File: config.mk
export PLATFORM = sky130hd
export DESIGN_NAME = clk_ratio_sync_mon
export DESIGN_NICKNAME = d
export VERILOG_FILES = /design/src/rtl/clkmon_pkg.sv /design/src/rtl/wclk_meter.sv /design/src/rtl/clk_en_gen.sv /design/src/rtl/sync_ctrl.sv /design/src/rtl/clk_ratio_sync_mon.sv
export SDC_FILE = /design/constraint.sdc
export NUM_CORES = 1
export LEC_CHECK = 0
export CAP_MARGIN = 30
export CORE_ASPECT_RATIO = 1.2
export CORE_MARGIN = 5
export CORE_UTILIZATION = 34
export DETAILED_ROUTE_END_ITERATION = 8
export PLACE_DENSITY = 0.51
export SETUP_SLACK_MARGIN = 0.02
export SYNTH_ARGS = -nofsm -noshare
export SYNTH_HDL_FRONTEND = slang
export SYNTH_SLANG_ARGS = --single-unit
File: constraint.sdc
create_clock -name clk_i -period 3.7 [get_ports clk_i]
set_input_delay 0.37 -clock clk_i [delete_from_list [all_inputs] [get_ports clk_i]]
set_output_delay 0.37 -clock clk_i [all_outputs]
set_load 0.005 [all_outputs]
File: src/rtl/clkmon_pkg.sv
package clkmon_pkg;

  typedef enum logic [1:0] {
    RATIO_NONE = 2'b00,
    RATIO_256  = 2'b01,
    RATIO_384  = 2'b10,
    RATIO_512  = 2'b11
  } ratio_e;

  typedef enum logic [1:0] {
    ST_ACQ  = 2'b00,
    ST_HOLD = 2'b01,
    ST_RUN  = 2'b10
  } sync_st_e;

  function automatic logic near(input logic [31:0] len, input logic [31:0] ref_len,
                                input logic [31:0] tol);
    return (len + tol >= ref_len) && (len <= ref_len + tol);
  endfunction

  function automatic ratio_e classify(input logic [31:0] len, input logic [31:0] base,
                                      input logic [31:0] tol);
    logic [31:0] r384;
    logic [31:0] r512;
    r384 = base + (base >> 1);
    r512 = base << 1;
    if (near(len, base, tol))      return RATIO_256;
    else if (near(len, r384, tol)) return RATIO_384;
    else if (near(len, r512, tol)) return RATIO_512;
    else                           return RATIO_NONE;
  endfunction

endpackage

File: src/rtl/wclk_meter.sv
module wclk_meter #(
  parameter int SYNC_N = 2,
  parameter int CNT_W  = 10
) (
  input  logic             clk_i,
  input  logic             rst_ni,
  input  logic             wclk_i,
  output logic             edge_o,
  output logic             meas_vld_o,
  output logic [CNT_W-1:0] meas_len_o
);

  localparam logic [CNT_W-1:0] CNT_MAX = '1;

  logic [SYNC_N-1:0] sync_q;
  logic              last_q;
  logic              seen_q;
  logic [CNT_W-1:0]  cnt_q;

  assign edge_o     = sync_q[SYNC_N-1] & ~last_q;
  assign meas_vld_o = edge_o & seen_q;
  assign meas_len_o = (cnt_q == CNT_MAX) ? CNT_MAX : cnt_q + 1'b1;

  always_ff @(posedge clk_i or negedge rst_ni) begin
    if (!rst_ni) begin
      sync_q <= '0;
      last_q <= 1'b0;
      seen_q <= 1'b0;
      cnt_q  <= '0;
    end else begin
      sync_q <= {sync_q[SYNC_N-2:0], wclk_i};
      last_q <= sync_q[SYNC_N-1];
      if (edge_o) begin
        cnt_q  <= '0;
        seen_q <= 1'b1;
      end else if (cnt_q != CNT_MAX) begin
        cnt_q <= cnt_q + 1'b1;
      end
    end
  end

endmodule

File: src/rtl/clk_en_gen.sv
module clk_en_gen
  import clkmon_pkg::*;
(
  input  logic   clk_i,
  input  logic   rst_ni,
  input  logic   edge_i,
  input  logic   run_i,
  input  ratio_e mode_i,
  output logic   en_o
);

  logic [1:0] ph_q;

  // phase restarts on each word edge so every period carries an exact tick count
  always_ff @(posedge clk_i or negedge rst_ni) begin
    if (!rst_ni) begin
      ph_q <= '0;
    end else if (edge_i) begin
      ph_q <= '0;
    end else begin
      unique case (mode_i)
        RATIO_384: ph_q <= (ph_q == 2'd2) ? 2'd0 : ph_q + 2'd1;
        RATIO_512: ph_q <= {1'b0, ~ph_q[0]};
        default:   ph_q <= '0;
      endcase
    end
  end

  always_comb begin
    unique case (mode_i)
      RATIO_256: en_o = run_i;
      RATIO_384: en_o = run_i & (ph_q != 2'd2);
      RATIO_512: en_o = run_i & (ph_q == 2'd0);
      default:   en_o = 1'b0;
    endcase
  end

endmodule

File: src/rtl/sync_ctrl.sv
module sync_ctrl
  import clkmon_pkg::*;
#(
  parameter int BASE  = 256,
  parameter int TOL   = 2,
  parameter int DRIFT = 24,
  parameter int HOLD  = 32,
  parameter int CNT_W = 10
) (
  input  logic             clk_i,
  input  logic             rst_ni,
  input  logic             edge_i,
  input  logic             meas_vld_i,
  input  logic [CNT_W-1:0] meas_len_i,
  input  logic             en_i,
  output ratio_e           lock_ratio_o,
  output logic [1:0]       ratio_o,
  output logic             locked_o,
  output logic             mute_o
);

  localparam int TW = $clog2(2 * BASE) + 1;
  localparam int HW = $clog2(HOLD);
  localparam logic [TW:0]   TICK_HI  = (TW + 1)'(BASE + DRIFT);
  localparam logic [TW:0]   TICK_LO  = (TW + 1)'(BASE - DRIFT);
  localparam logic [HW-1:0] HOLD_END = HW'(HOLD - 1);
  localparam logic [TW-1:0] TICK_MAX = '1;

  sync_st_e      st_q;
  ratio_e        cand_q, last_q, lock_q, cls;
  logic [TW-1:0] tick_q;
  logic [TW:0]   tick_fin;
  logic [HW-1:0] hold_q;
  logic          in_lock, dev_bad, overrun, loss;

  assign cls      = classify(32'(meas_len_i), 32'(BASE), 32'(TOL));
  assign in_lock  = (st_q != ST_ACQ);
  assign tick_fin = {1'b0, tick_q} + (TW + 1)'(en_i);
  assign dev_bad  = (tick_fin > TICK_HI) || (tick_fin < TICK_LO);
  assign overrun  = ({1'b0, tick_q} > TICK_HI);
  assign loss     = in_lock & ((edge_i & dev_bad) | overrun);

  always_ff @(posedge clk_i or negedge rst_ni) begin
    if (!rst_ni) begin
      tick_q <= '0;
      last_q <= RATIO_NONE;
    end else begin
      if (edge_i)                          tick_q <= '0;
      else if (en_i && tick_q != TICK_MAX) tick_q <= tick_q + 1'b1;
      if (meas_vld_i) last_q <= cls;
    end
  end

  always_ff @(posedge clk_i or negedge rst_ni) begin
    if (!rst_ni) begin
      st_q   <= ST_ACQ;
      cand_q <= RATIO_NONE;
      lock_q <= RATIO_NONE;
      hold_q <= '0;
    end else begin
      unique case (st_q)
        ST_ACQ: begin
          if (meas_vld_i) begin
            cand_q <= cls;
            if (cls != RATIO_NONE && cls == cand_q) begin
              st_q   <= ST_HOLD;
              lock_q <= cls;
              hold_q <= '0;
            end
          end
        end
        ST_HOLD, ST_RUN: begin
          if (loss) begin
            st_q   <= ST_ACQ;
            cand_q <= RATIO_NONE;
          end else if (edge_i && st_q == ST_HOLD) begin
            if (hold_q == HOLD_END) st_q <= ST_RUN;
            else                    hold_q <= hold_q + 1'b1;
          end
        end
        default: st_q <= ST_ACQ;
      endcase
    end
  end

  assign lock_ratio_o = lock_q;
  assign locked_o     = in_lock;
  assign mute_o       = (st_q != ST_RUN);
  assign ratio_o      = in_lock ? lock_q : last_q;

endmodule

File: src/rtl/clk_ratio_sync_mon.sv
module clk_ratio_sync_mon
  import clkmon_pkg::*;
#(
  parameter int BASE   = 256,
  parameter int TOL    = 2,
  parameter int DRIFT  = 24,
  parameter int HOLD   = 32,
  parameter int SYNC_N = 2
) (
  input  logic       clk_i,
  input  logic       rst_ni,
  input  logic       wclk_i,
  output logic [1:0] ratio_o,
  output logic       en256_o,
  output logic       locked_o,
  output logic       mute_o
);

  localparam int CNT_W = $clog2(4 * BASE);

  logic             wedge, meas_vld;
  logic [CNT_W-1:0] meas_len;
  ratio_e           lock_ratio;

  wclk_meter #(.SYNC_N(SYNC_N), .CNT_W(CNT_W)) u_meter (
    .clk_i      (clk_i),
    .rst_ni     (rst_ni),
    .wclk_i     (wclk_i),
    .edge_o     (wedge),
    .meas_vld_o (meas_vld),
    .meas_len_o (meas_len)
  );

  clk_en_gen u_en (
    .clk_i  (clk_i),
    .rst_ni (rst_ni),
    .edge_i (wedge),
    .run_i  (locked_o),
    .mode_i (lock_ratio),
    .en_o   (en256_o)
  );

  sync_ctrl #(
    .BASE(BASE), .TOL(TOL), .DRIFT(DRIFT), .HOLD(HOLD), .CNT_W(CNT_W)
  ) u_ctrl (
    .clk_i        (clk_i),
    .rst_ni       (rst_ni),
    .edge_i       (wedge),
    .meas_vld_i   (meas_vld),
    .meas_len_i   (meas_len),
    .en_i         (en256_o),
    .lock_ratio_o (lock_ratio),
    .ratio_o      (ratio_o),
    .locked_o     (locked_o),
    .mute_o       (mute_o)
  );

endmodule

# After elaboration in Yosys (flattened, before gate mapping)
# Cells that the tools add are included.
# op_classes
addsub	6
n_lt_le_gt_ge	9
eq_ne	21
mux	28
bitwise	9
reduce_logical	19
# ops
operator	count
$mux W10	5
$ge A32 B10 Y1 const B	1
$ge A32 B9 Y1 const B	1
$mux W2	13
$mux W5	5
$add A10 B1 Y10 const B	2
$le A10 B9 Y1 const B	2
$ne A10 B10 Y1 const B	2
$pmux W2 S2	3
$add A10 B1 Y11	1
$add A10 B2 Y11 const B	1
$ge A11 B9 Y1 const B	1
$gt A11 B9 Y1 const B	1
$lt A11 B8 Y1 const B	1
$eq A10 B10 Y1 const B	1
$gt A10 B9 Y1 const B	1
$le A10 B10 Y1 const B	1
$ne A2 B2 Y1 const B	5
$pmux W5 S2	1
$reduce_bool A2 Y1	5
$eq A2 B2 Y1 const B	4
$and A1 B1 Y1	6
$logic_and A1 B1 Y1	6
$ne A2 B1 Y1 const B	3
other kinds (15)	20
# totals
ff_bits	39
input_bits	3
output_inout_bits	5
word_cells	103

# Depth between registers and ports, before layout
# Gate-level depths: netlist (run 1).
# logic_depth
word_depth	13
mapped_depth	16
ltp_nobuf	15

# Modules after synthesis
# A second synthesis (run 1) with hierarchy kept.
# hier_totals
cells_unflattened	324
hier_area_um2	2900.3
# by_module_without_submodules
module	n_inst	cells_each	area_each_um2
sync_ctrl	1	236	2030.7
wclk_meter	1	78	758.2
clk_en_gen	1	10	111.4

# Worst setup path after synthesis (run 1)
# Ideal clock, no wire load.
# synth_timing
path_type	register -> register
start	reg u_ctrl.st_q[0]
end	reg u_ctrl.hold_q[3]
t_arrival_ns	3.088
setup_slack_ns	0.526
stages_incl_launch_ff	16
n_path_buf	1
synth_period_minus_slack_ns	3.174
cell_sequence	dfrtp_1 > inv_1 > ha_1 > inv_1 > nand2_1 > nor2_1 > ha_1 > ha_1 > clkbuf_1 > or4_1 > a21boi_0 > o2111ai_1 > nand3_1 > nand4_1 > a2111o_1 > o211ai_1
# synth_via
elab_chain_len	11
elab_cells_between_ends	24
classes_between	add/sub: 1; order compare: 2; eq/ne: 7; mux: 2; bitwise: 5; reduce/logical: 7
# synth_lines
element	line	text
from (decl)	sync_ctrl.sv:29	sync_st_e st_q;
from (signal assigned)	sync_ctrl.sv:56	st_q <= ST_ACQ;
from (signal assigned)	sync_ctrl.sv:66	st_q <= ST_HOLD;
from (signal assigned)	sync_ctrl.sv:74	st_q <= ST_ACQ;
$reduce_bool A2 Y1 *	sync_ctrl.sv:37	assign in_lock = (st_q != ST_ACQ);
named net locked_o	clk_ratio_sync_mon.sv:15	output logic locked_o,
$and A1 B1 Y1, on equally long branches	clk_en_gen.sv:33, clk_en_gen.sv:32	
$pmux W1 S3 *	clk_en_gen.sv:30	unique case (mode_i)
named net en256_o	clk_ratio_sync_mon.sv:14	output logic en256_o,
$add A10 B1 Y11 *	sync_ctrl.sv:38	assign tick_fin = {1'b0, tick_q} + (TW + 1)'(en_i);
$gt A11 B9 Y1 or $lt A11 B8 Y1 (tied branches)	sync_ctrl.sv:39	assign dev_bad = (tick_fin > TICK_HI) || (tick_fin < TICK_LO);
$logic_or A1 B1 Y1 *	sync_ctrl.sv:39	
$and A1 B1 Y1 *	sync_ctrl.sv:41	assign loss = in_lock & ((edge_i & dev_bad) | overrun);
$or A1 B1 Y1 *	sync_ctrl.sv:41	
$and A1 B1 Y1 *	sync_ctrl.sv:41	
$ne A2 B2 Y1 (no source line) *	--	
$reduce_and A6 Y1 (no source line) *	--	
to (signal assigned)	sync_ctrl.sv:78	else hold_q <= hold_q + 1'b1;
to (decl)	sync_ctrl.sv:33	logic [HW-1:0] hold_q;
# The timed path passes the listed nets; every way through them passes the cells marked *.
# A chain may end at the register's enable or synchronous reset.

# Final worst setup path (run 1)
# layout_timing
start	reg u_ctrl.st_q[0]
end	reg u_ctrl.hold_q[3]
# layout_via
elab_chain_len	11
elab_cells_between_ends	24
classes_between	add/sub: 1; order compare: 2; eq/ne: 7; mux: 2; bitwise: 5; reduce/logical: 7
# layout_lines
element	line
$reduce_bool A2 Y1	sync_ctrl.sv:37
$and A1 B1 Y1, on equally long branches	clk_en_gen.sv:33, clk_en_gen.sv:32
$pmux W1 S3	clk_en_gen.sv:30
$add A10 B1 Y11	sync_ctrl.sv:38
$gt A11 B9 Y1 or $lt A11 B8 Y1 (tied branches)	sync_ctrl.sv:39
$logic_or A1 B1 Y1	sync_ctrl.sv:39
$and A1 B1 Y1	sync_ctrl.sv:41
$or A1 B1 Y1	sync_ctrl.sv:41
$and A1 B1 Y1	sync_ctrl.sv:41
$ne A2 B2 Y1 (no source line)	--
$reduce_and A6 Y1 (no source line)	--
# Parallel ways exist; a longest one is shown, timed or not.

==> metrics.txt, run 1 <==
initial antenna violation count=0; minimum clock period=3.31 ns; all-layer global routing usage=13.0%; final worst slack=0.391 ns; total gr overflow=0; status=complete, no violations; DRT Wirelength=5.99 mm; Seq pwr share=46.9%; Critical Path Fanout Max=5; Tightest Pin Transition=0.443 ns; Setup crit start=u_ctrl.st_q[0]; arrival time at the worst endpoint=3.51 ns; Initial Utilization=35.2%; RR Endpoint=u_ctrl.hold_q[3]; net switching power=277 uW; via/cell ratio=5.43; RR Startpoint=u_ctrl.st_q[0]; vias post-DR=2173; GP Congestion=0.922; core box area=7750 um^2; clock power share=36.9%; Ys Warns=0; Worst R2R Setup Slack=0.39 ns; CTS tree=done; first-pass GRT wire length=10.4 mm; vias in the first global route=2189; max-slew violation count=0; fillers=778; Synth async-reset ratio=100%; clock sinks=39; layout cells sized above 1=10.4%; Area Overhead vs Synth=9.81%; ANT nets after route=0; WS Path Type=flip-flop to flip-flop; Max IR drop VDD=0.000185 V; wire per inst=15.0 um; DRC violations left=0; Die X-Extent=91.8 um; sequential element share of the synthesized area=35.8%; Nets=322; Hold Path Class=input pin to async pin; hold_buf cts=0; final hold vios=0; EDFF count, synth=0; post-synthesis cell area=2730 um^2; Slew headroom=70.1%; pin count of the biggest net entering global routing=40; drt pass-1 iters=4; P_int=735 uW; termination of the worst setup path=u_ctrl.hold_q[3]; WP data required=3.91 ns; Die ar.=9930 um^2; Max-Cap Viols=0; CTS Buf Count=5; ant diodes=0; RSZ-0062 raised after global routing=false; IO buf count=7; syn_nets=320; worst r2r path cells=15; Worst-path clk slew=0.08 ns; post-DP HPWL=4.44 mm; #FFs+latches synth=39; Peak Freq=302 MHz; logic gate share of total power=16.2%; sw frac=27.3%; final setup fails=0; critical path endpoint category=flip-flop; I/O pin cnt=8; die extent in y=108 um; Iter 0 DRT Violations=69; # rows=35; fin crit share=89.4%; ys flop type=dfrtp_1; worst clock skew=0.00676 ns; post-synth cell types=67; Clock Path Buffers=2; Leak=0.00118 uW; Pwr Density=338 nW/um^2; crit start category=flip-flop; Non-Filler Instances=400; clock root buffer master=clkbuf_8; Placement Setup Slack=0.290 ns; total number of H-tree levels=2; syn_area_per_cell=8.95 um^2; Setup TNS=0 ns; Post-Syn Instances=305; Clk Latency, worst-skew pair=0.29 ns; placed cells=391
power groups by stage:
stage	Clock, uW	Sequential, uW	Combinational (uW)
5_1_grt	406	481	180
3_5_place_dp	0	484	164
3_3_place_gp	0	483	162
4_1_cts	389	475	165
2_1_floorplan	0	467	145
6_report	373	475	164
timing repair:
item	in CTS	in global routing
setup buffers	0	0
endpoints found under the setup margin	0	8
resized for setup	0	2
endpoints found under the hold margin	0	0
sequential cells by signal (all words and copies together) (netlist names):
| name | flops |
|---|---|
| u_ctrl.cand_q | 2 |
| u_meter.seen_q | 1 |
| u_meter.last_q | 1 |
| u_ctrl.tick_q | 10 |
| u_meter.sync_q | 2 |
| u_ctrl.hold_q | 5 |
| u_ctrl.last_q | 2 |
| u_meter.cnt_q | 10 |
| u_en.ph_q | 2 |
| u_ctrl.lock_ratio_o | 2 |
| u_ctrl.st_q | 2 |
logic make-up after synthesis:
logic type / after synthesis / synth area share, %
buffers and inverters: 33 / 5.27
adders and majority gates: 12 / 5.50
muxes: 13 / 5.14
AOI/OAI and AO/OA: 75 / 19.9
xor gates and xnor gates: 14 / 4.49
DFF: 39 / 35.8
and+or+nand+nor: 119 / 23.9
cells in the mapped netlist, drive strengths merged (4+ instances only):
| library cell | instances | area [um^2] |
|---|---|---|
| clkbuf | 6 | 23.8 |
| nor2 | 28 | 105 |
| nor2b | 4 | 25.0 |
| o21ai | 15 | 78.8 |
| mux2i | 5 | 50.1 |
| inv | 18 | 67.6 |
| buf | 9 | 52.6 |
| ha | 12 | 150 |
| nand2 | 21 | 78.8 |
| a21oi | 19 | 98.9 |
| nor4 | 4 | 31.3 |
| dfrtp | 39 | 976 |
| xor2 | 7 | 61.3 |
| nand4 | 7 | 50.1 |
| nand2b | 7 | 43.8 |
| xnor2 | 7 | 61.3 |
| mux2 | 8 | 90.1 |
| o211ai | 4 | 30.0 |
| nand3 | 17 | 90.1 |
| and3 | 6 | 37.5 |
| and2 | 9 | 56.3 |
layout make-up:
type	count	area (um^2)	area share (%)
clock buffer	6	82.6	2.76
clock inverter	2	35.0	1.17
inverter	18	67.6	2.25
multi-input combinational	233	1620	54.1
sequential	39	976	32.6
tap	92	115	3.84
timing repair buffer	10	100	3.34
cells in the final DEF (no fill, tap or decap), types with 3 or more instances in the layout:
cell	instances
and3_1	6
nor2_1	28
nor2b_1	4
mux2_2	6
o21ai_0	13
xnor2_1	7
clkdlybuf4s50_1	6
nand4_1	6
inv_1	18
nand3_1	15
nor4_1	3
clkbuf_8	6
nand2b_1	7
o22ai_1	3
dfrtp_1	39
nand2_1	21
nor3_1	3
a21o_1	3
ha_1	12
xor2_1	7
mux2i_1	5
o2111ai_1	3
o211ai_1	4
a21oi_1	18
and2_1	9
how the worst min path moves through the flow:
stage	from	end	slack, ns
floorplan	rst_ni	u_ctrl.cand_q[0]	0.07
global placement	u_meter.sync_q[1]	u_meter.last_q	0.38
detailed placement	u_meter.sync_q[0]	u_meter.sync_q[1]	0.37
CTS	rst_ni	u_ctrl.tick_q[8]	0.24
global route	rst_ni	u_ctrl.tick_q[3]	0.05
finish	rst_ni	u_ctrl.tick_q[1]	0.04
metal layers:
metal	up-vias	routed length, um	global-route usage [%]
li1	1104	-	-
met1	1047	2670	15.7
met2	16	3130	23.2
met3	6	96	1.95
met4	0	87	4.67
met5	-	0	0
worst max-delay path, cell delays in order (launching register included):
cell and delay, ns:
dfrtp_1 0.40, inv_1 0.09, ha_1 0.22, inv_1 0.14, nand2_1 0.06, nor2_1 0.16, ha_1 0.26, ha_1 0.25
nor2_1 0.19, a2111oi_0 0.14, a21o_1 0.18, a2111o_1 0.39, nand3_2 0.14, nand4_1 0.13, a2111o_1 0.39, o211ai_1 0.09
stage by stage:
stage / total power, uW / utilization, % / hold WS [ns] / area, um^2
final: 1010 / 38.7 / 0.0368 / 3000
after global routing: 1070 / 38.7 / 0.0545 / 3000
after CTS: 1030 / 38.3 / 0.238 / 2970
after detailed placement: 647 / 36.7 / 0.372 / 2850
after global placement: 646 / 36.7 / 0.379 / 2850
after floorplan: 612 / - / 0.0744 / 2730
Note: power is estimated with default switching activity, not from simulation.
==> run 2, diff against run 1 <==
CTS_CLUSTER_SIZE = 30   (was unset)
GPL_TIMING_DRIVEN = 0   (was unset)
SLEW_MARGIN = 20   (was unset)
==> metrics.txt, run 2 (same netlist as run 1, synthesis figures left out) <==
status=complete, but fails checks (was complete, no violations); failing checks=negative hold slack; Area Overhead vs Synth=11.6% (was 9.81%); vias post-DR=2215 (was 2173); Die ar.=9930 um^2 (unchanged); Setup crit start=u_ctrl.st_q[0] (unchanged); Peak Freq=292 MHz (was 302 MHz); Critical Path Fanout Max=9 (was 5); Min Hold Slack=-0.00317 ns (was 0.0368 ns); final setup fails=0 (unchanged); GP Congestion=0.815 (was 0.922); core box area=7750 um^2 (unchanged); all-layer global routing usage=13.0% (about the same); final hold vios=4 (was 0); vias in the first global route=2171 (was 2189); Setup TNS=0 ns (unchanged); RR Startpoint=u_ctrl.st_q[0] (unchanged); Initial Utilization=35.2% (unchanged); worst clock skew=0.0142 ns (was 0.00676 ns); post-DP HPWL=4.47 mm (was 4.44 mm); DRT Wirelength=6.08 mm (was 5.99 mm); crit start category=flip-flop (unchanged); final worst slack=0.271 ns (was 0.391 ns); Clock Path Buffers=2 (unchanged); fin crit share=92.7% (was 89.4%); RR Endpoint=u_ctrl.hold_q[3] (unchanged); worst r2r path cells=14 (was 15); total number of H-tree levels=2 (unchanged); cell mode on critical path=ha_2 (was ha_1); CTS tree=done (unchanged); IO buf count=7 (unchanged); most frequent cells in the layout=dfrtp_1 (39), nor2_1 (26), nand2_1 (21) (was dfrtp_1 (39), nor2_1 (28), nand2_1 (21)); most common cell after layout, fill and taps aside=dfrtp_1 (unchanged); minimum clock period=3.43 ns (was 3.31 ns); fillers=786 (was 778); WS Path Type=flip-flop to flip-flop (unchanged); die extent in y=108 um (unchanged); # rows=35 (unchanged); CTS Buf Count=5 (unchanged); Placement Setup Slack=-0.190 ns (was 0.290 ns); Nets=334 (was 322); ant diodes=0 (unchanged); crit path cell chain=inv_1 -> ha_2 -> inv_2 -> nand2_1 -> nor2_2 -> ha_2 -> ha_1 -> or4_1 -> a21boi_0 -> o2111ai_2 -> nand3_2 -> nand4_1 -> a2111o_1 -> o211ai_1 (was inv_1 -> ha_1 -> inv_1 -> nand2_1 -> nor2_1 -> ha_1 -> ha_1 -> nor2_1 -> a2111oi_0 -> a21o_1 -> a2111o_1 -> nand3_2 -> nand4_1 -> a2111o_1 -> o211ai_1); CP max stage delay=0.52 ns (was 0.40 ns); WP data required=3.91 ns (about the same); arrival time at the worst endpoint=3.64 ns (was 3.51 ns); Iter 0 DRT Violations=74 (was 69); Pwr Density=307 nW/um^2 (was 338 nW/um^2); Worst-path clk slew=0.08 ns (about the same); pin count of the biggest net entering global routing=26 (was 40); Worst R2R Setup Slack=0.27 ns (was 0.39 ns); Max-Cap Viols=0 (unchanged); via/cell ratio=5.38 (was 5.43); I/O pin cnt=8 (unchanged); critical path endpoint category=flip-flop (unchanged); layout cells sized above 1=14.1% (was 10.4%); Pwr Total=935 uW (was 1010 uW); Tightest Pin Transition=0.560 ns (was 0.443 ns); RSZ-0062 raised after global routing=false (unchanged); Crit-path slowest cell=or4_1 (was dfrtp_1); Max IR drop VDD=0.000204 V (was 0.000185 V); Die X-Extent=91.8 um (unchanged); Largest regs=u_ctrl.tick_q (10), u_meter.cnt_q (10), u_ctrl.hold_q (5) (unchanged); placed cell area=2930 um^2 (was 2850 um^2); Slew headroom=62.7% (was 70.1%); clock sinks=39 (unchanged); placed cells=405 (was 391); ANT nets after route=0 (unchanged); initial antenna violation count=0 (unchanged); Post-CTS Setup Bufs=0 (unchanged); DRC violations left=0 (unchanged); Hold Path Class=input pin to async pin (unchanged); Non-Filler Instances=412 (was 400); drt pass-1 iters=4 (unchanged); Leak=0.00120 uW (was 0.00118 uW); hold_buf cts=0 (unchanged); wire per inst=14.8 um (was 15.0 um); max-slew violation count=0 (unchanged); clock root buffer master=clkbuf_8 (unchanged); Clk Latency, worst-skew pair=0.30 ns (was 0.29 ns); total gr overflow=0 (unchanged); first-pass GRT wire length=10.5 mm (was 10.4 mm); post_cts resized=4 (was 0); post-route cell area=3050 um^2 (was 3000 um^2)
## run 2: cell types whose count changed in the layout (fill, tap and decap cells not counted), sizes merged
cell	delta
buf	+7
clkbuf	+4
bufinv	-1
clkinv	+2
## run 2: worst max path at each step
stage / endpoint / slack [ns]
2_1_floorplan: u_ctrl.hold_q[3] / 0.53
3_3_place_gp: u_ctrl.hold_q[2] / -0.18
3_5_place_dp: u_ctrl.hold_q[2] / -0.19
4_1_cts: u_ctrl.hold_q[3] / 0.08
5_1_grt: u_ctrl.st_q[0] / 0.02
6_report: u_ctrl.hold_q[3] / 0.27
## run 2: critical path: cells and delay by family (launching register included)
kind            cells  cell delay, ns
simple gates        5            0.98
fa+ha+maj           3            0.79
flops               1            0.42
buf+inv             2            0.21
compound gates      4            0.95
## run 2: final cells by class
class | instances | area [um^2] | area share, %
clock buffer | 5 | 68.8 | 2.26
sequential | 39 | 976 | 32.0
inverter | 18 | 67.6 | 2.22
timing repair buffer | 8 | 85.1 | 2.79
tap | 92 | 115 | 3.78
buffer | 14 | 72.6 | 2.38
clock inverter | 3 | 15.0 | 0.493
multi-input combinational | 233 | 1650 | 54.0
## run 2: report_power, final
part | leakage (uW) | switching [uW] | total, uW | internal [uW]
clock network | 0.0000477 | 157 | 286 | 129
logic | 0.000628 | 104 | 186 | 82.5
registers | 0.000528 | 18.7 | 462 | 444
## run 2: metal layers
layer  routed length [um]  GRT usage (%)  share of wire (%)  up-vias
met1                 2860           16.6                 47     1055
li1                     -              -                  -     1137
met3                  104           2.23                1.7        7
met5                    0              0                  0        -
met2                 3040           22.5                 50       16
met4                   77           4.14                1.3        0
## run 2: through the flow
step / hold slack (ns) / utilization, %
after floorplan: 0.0744 / -
after global placement: 0.332 / 37.6
after detailed placement: 0.326 / 37.8
after CTS: 0.0000396 / 39.0
after global routing: 0.00840 / 39.3
final: -0.00317 / 39.3
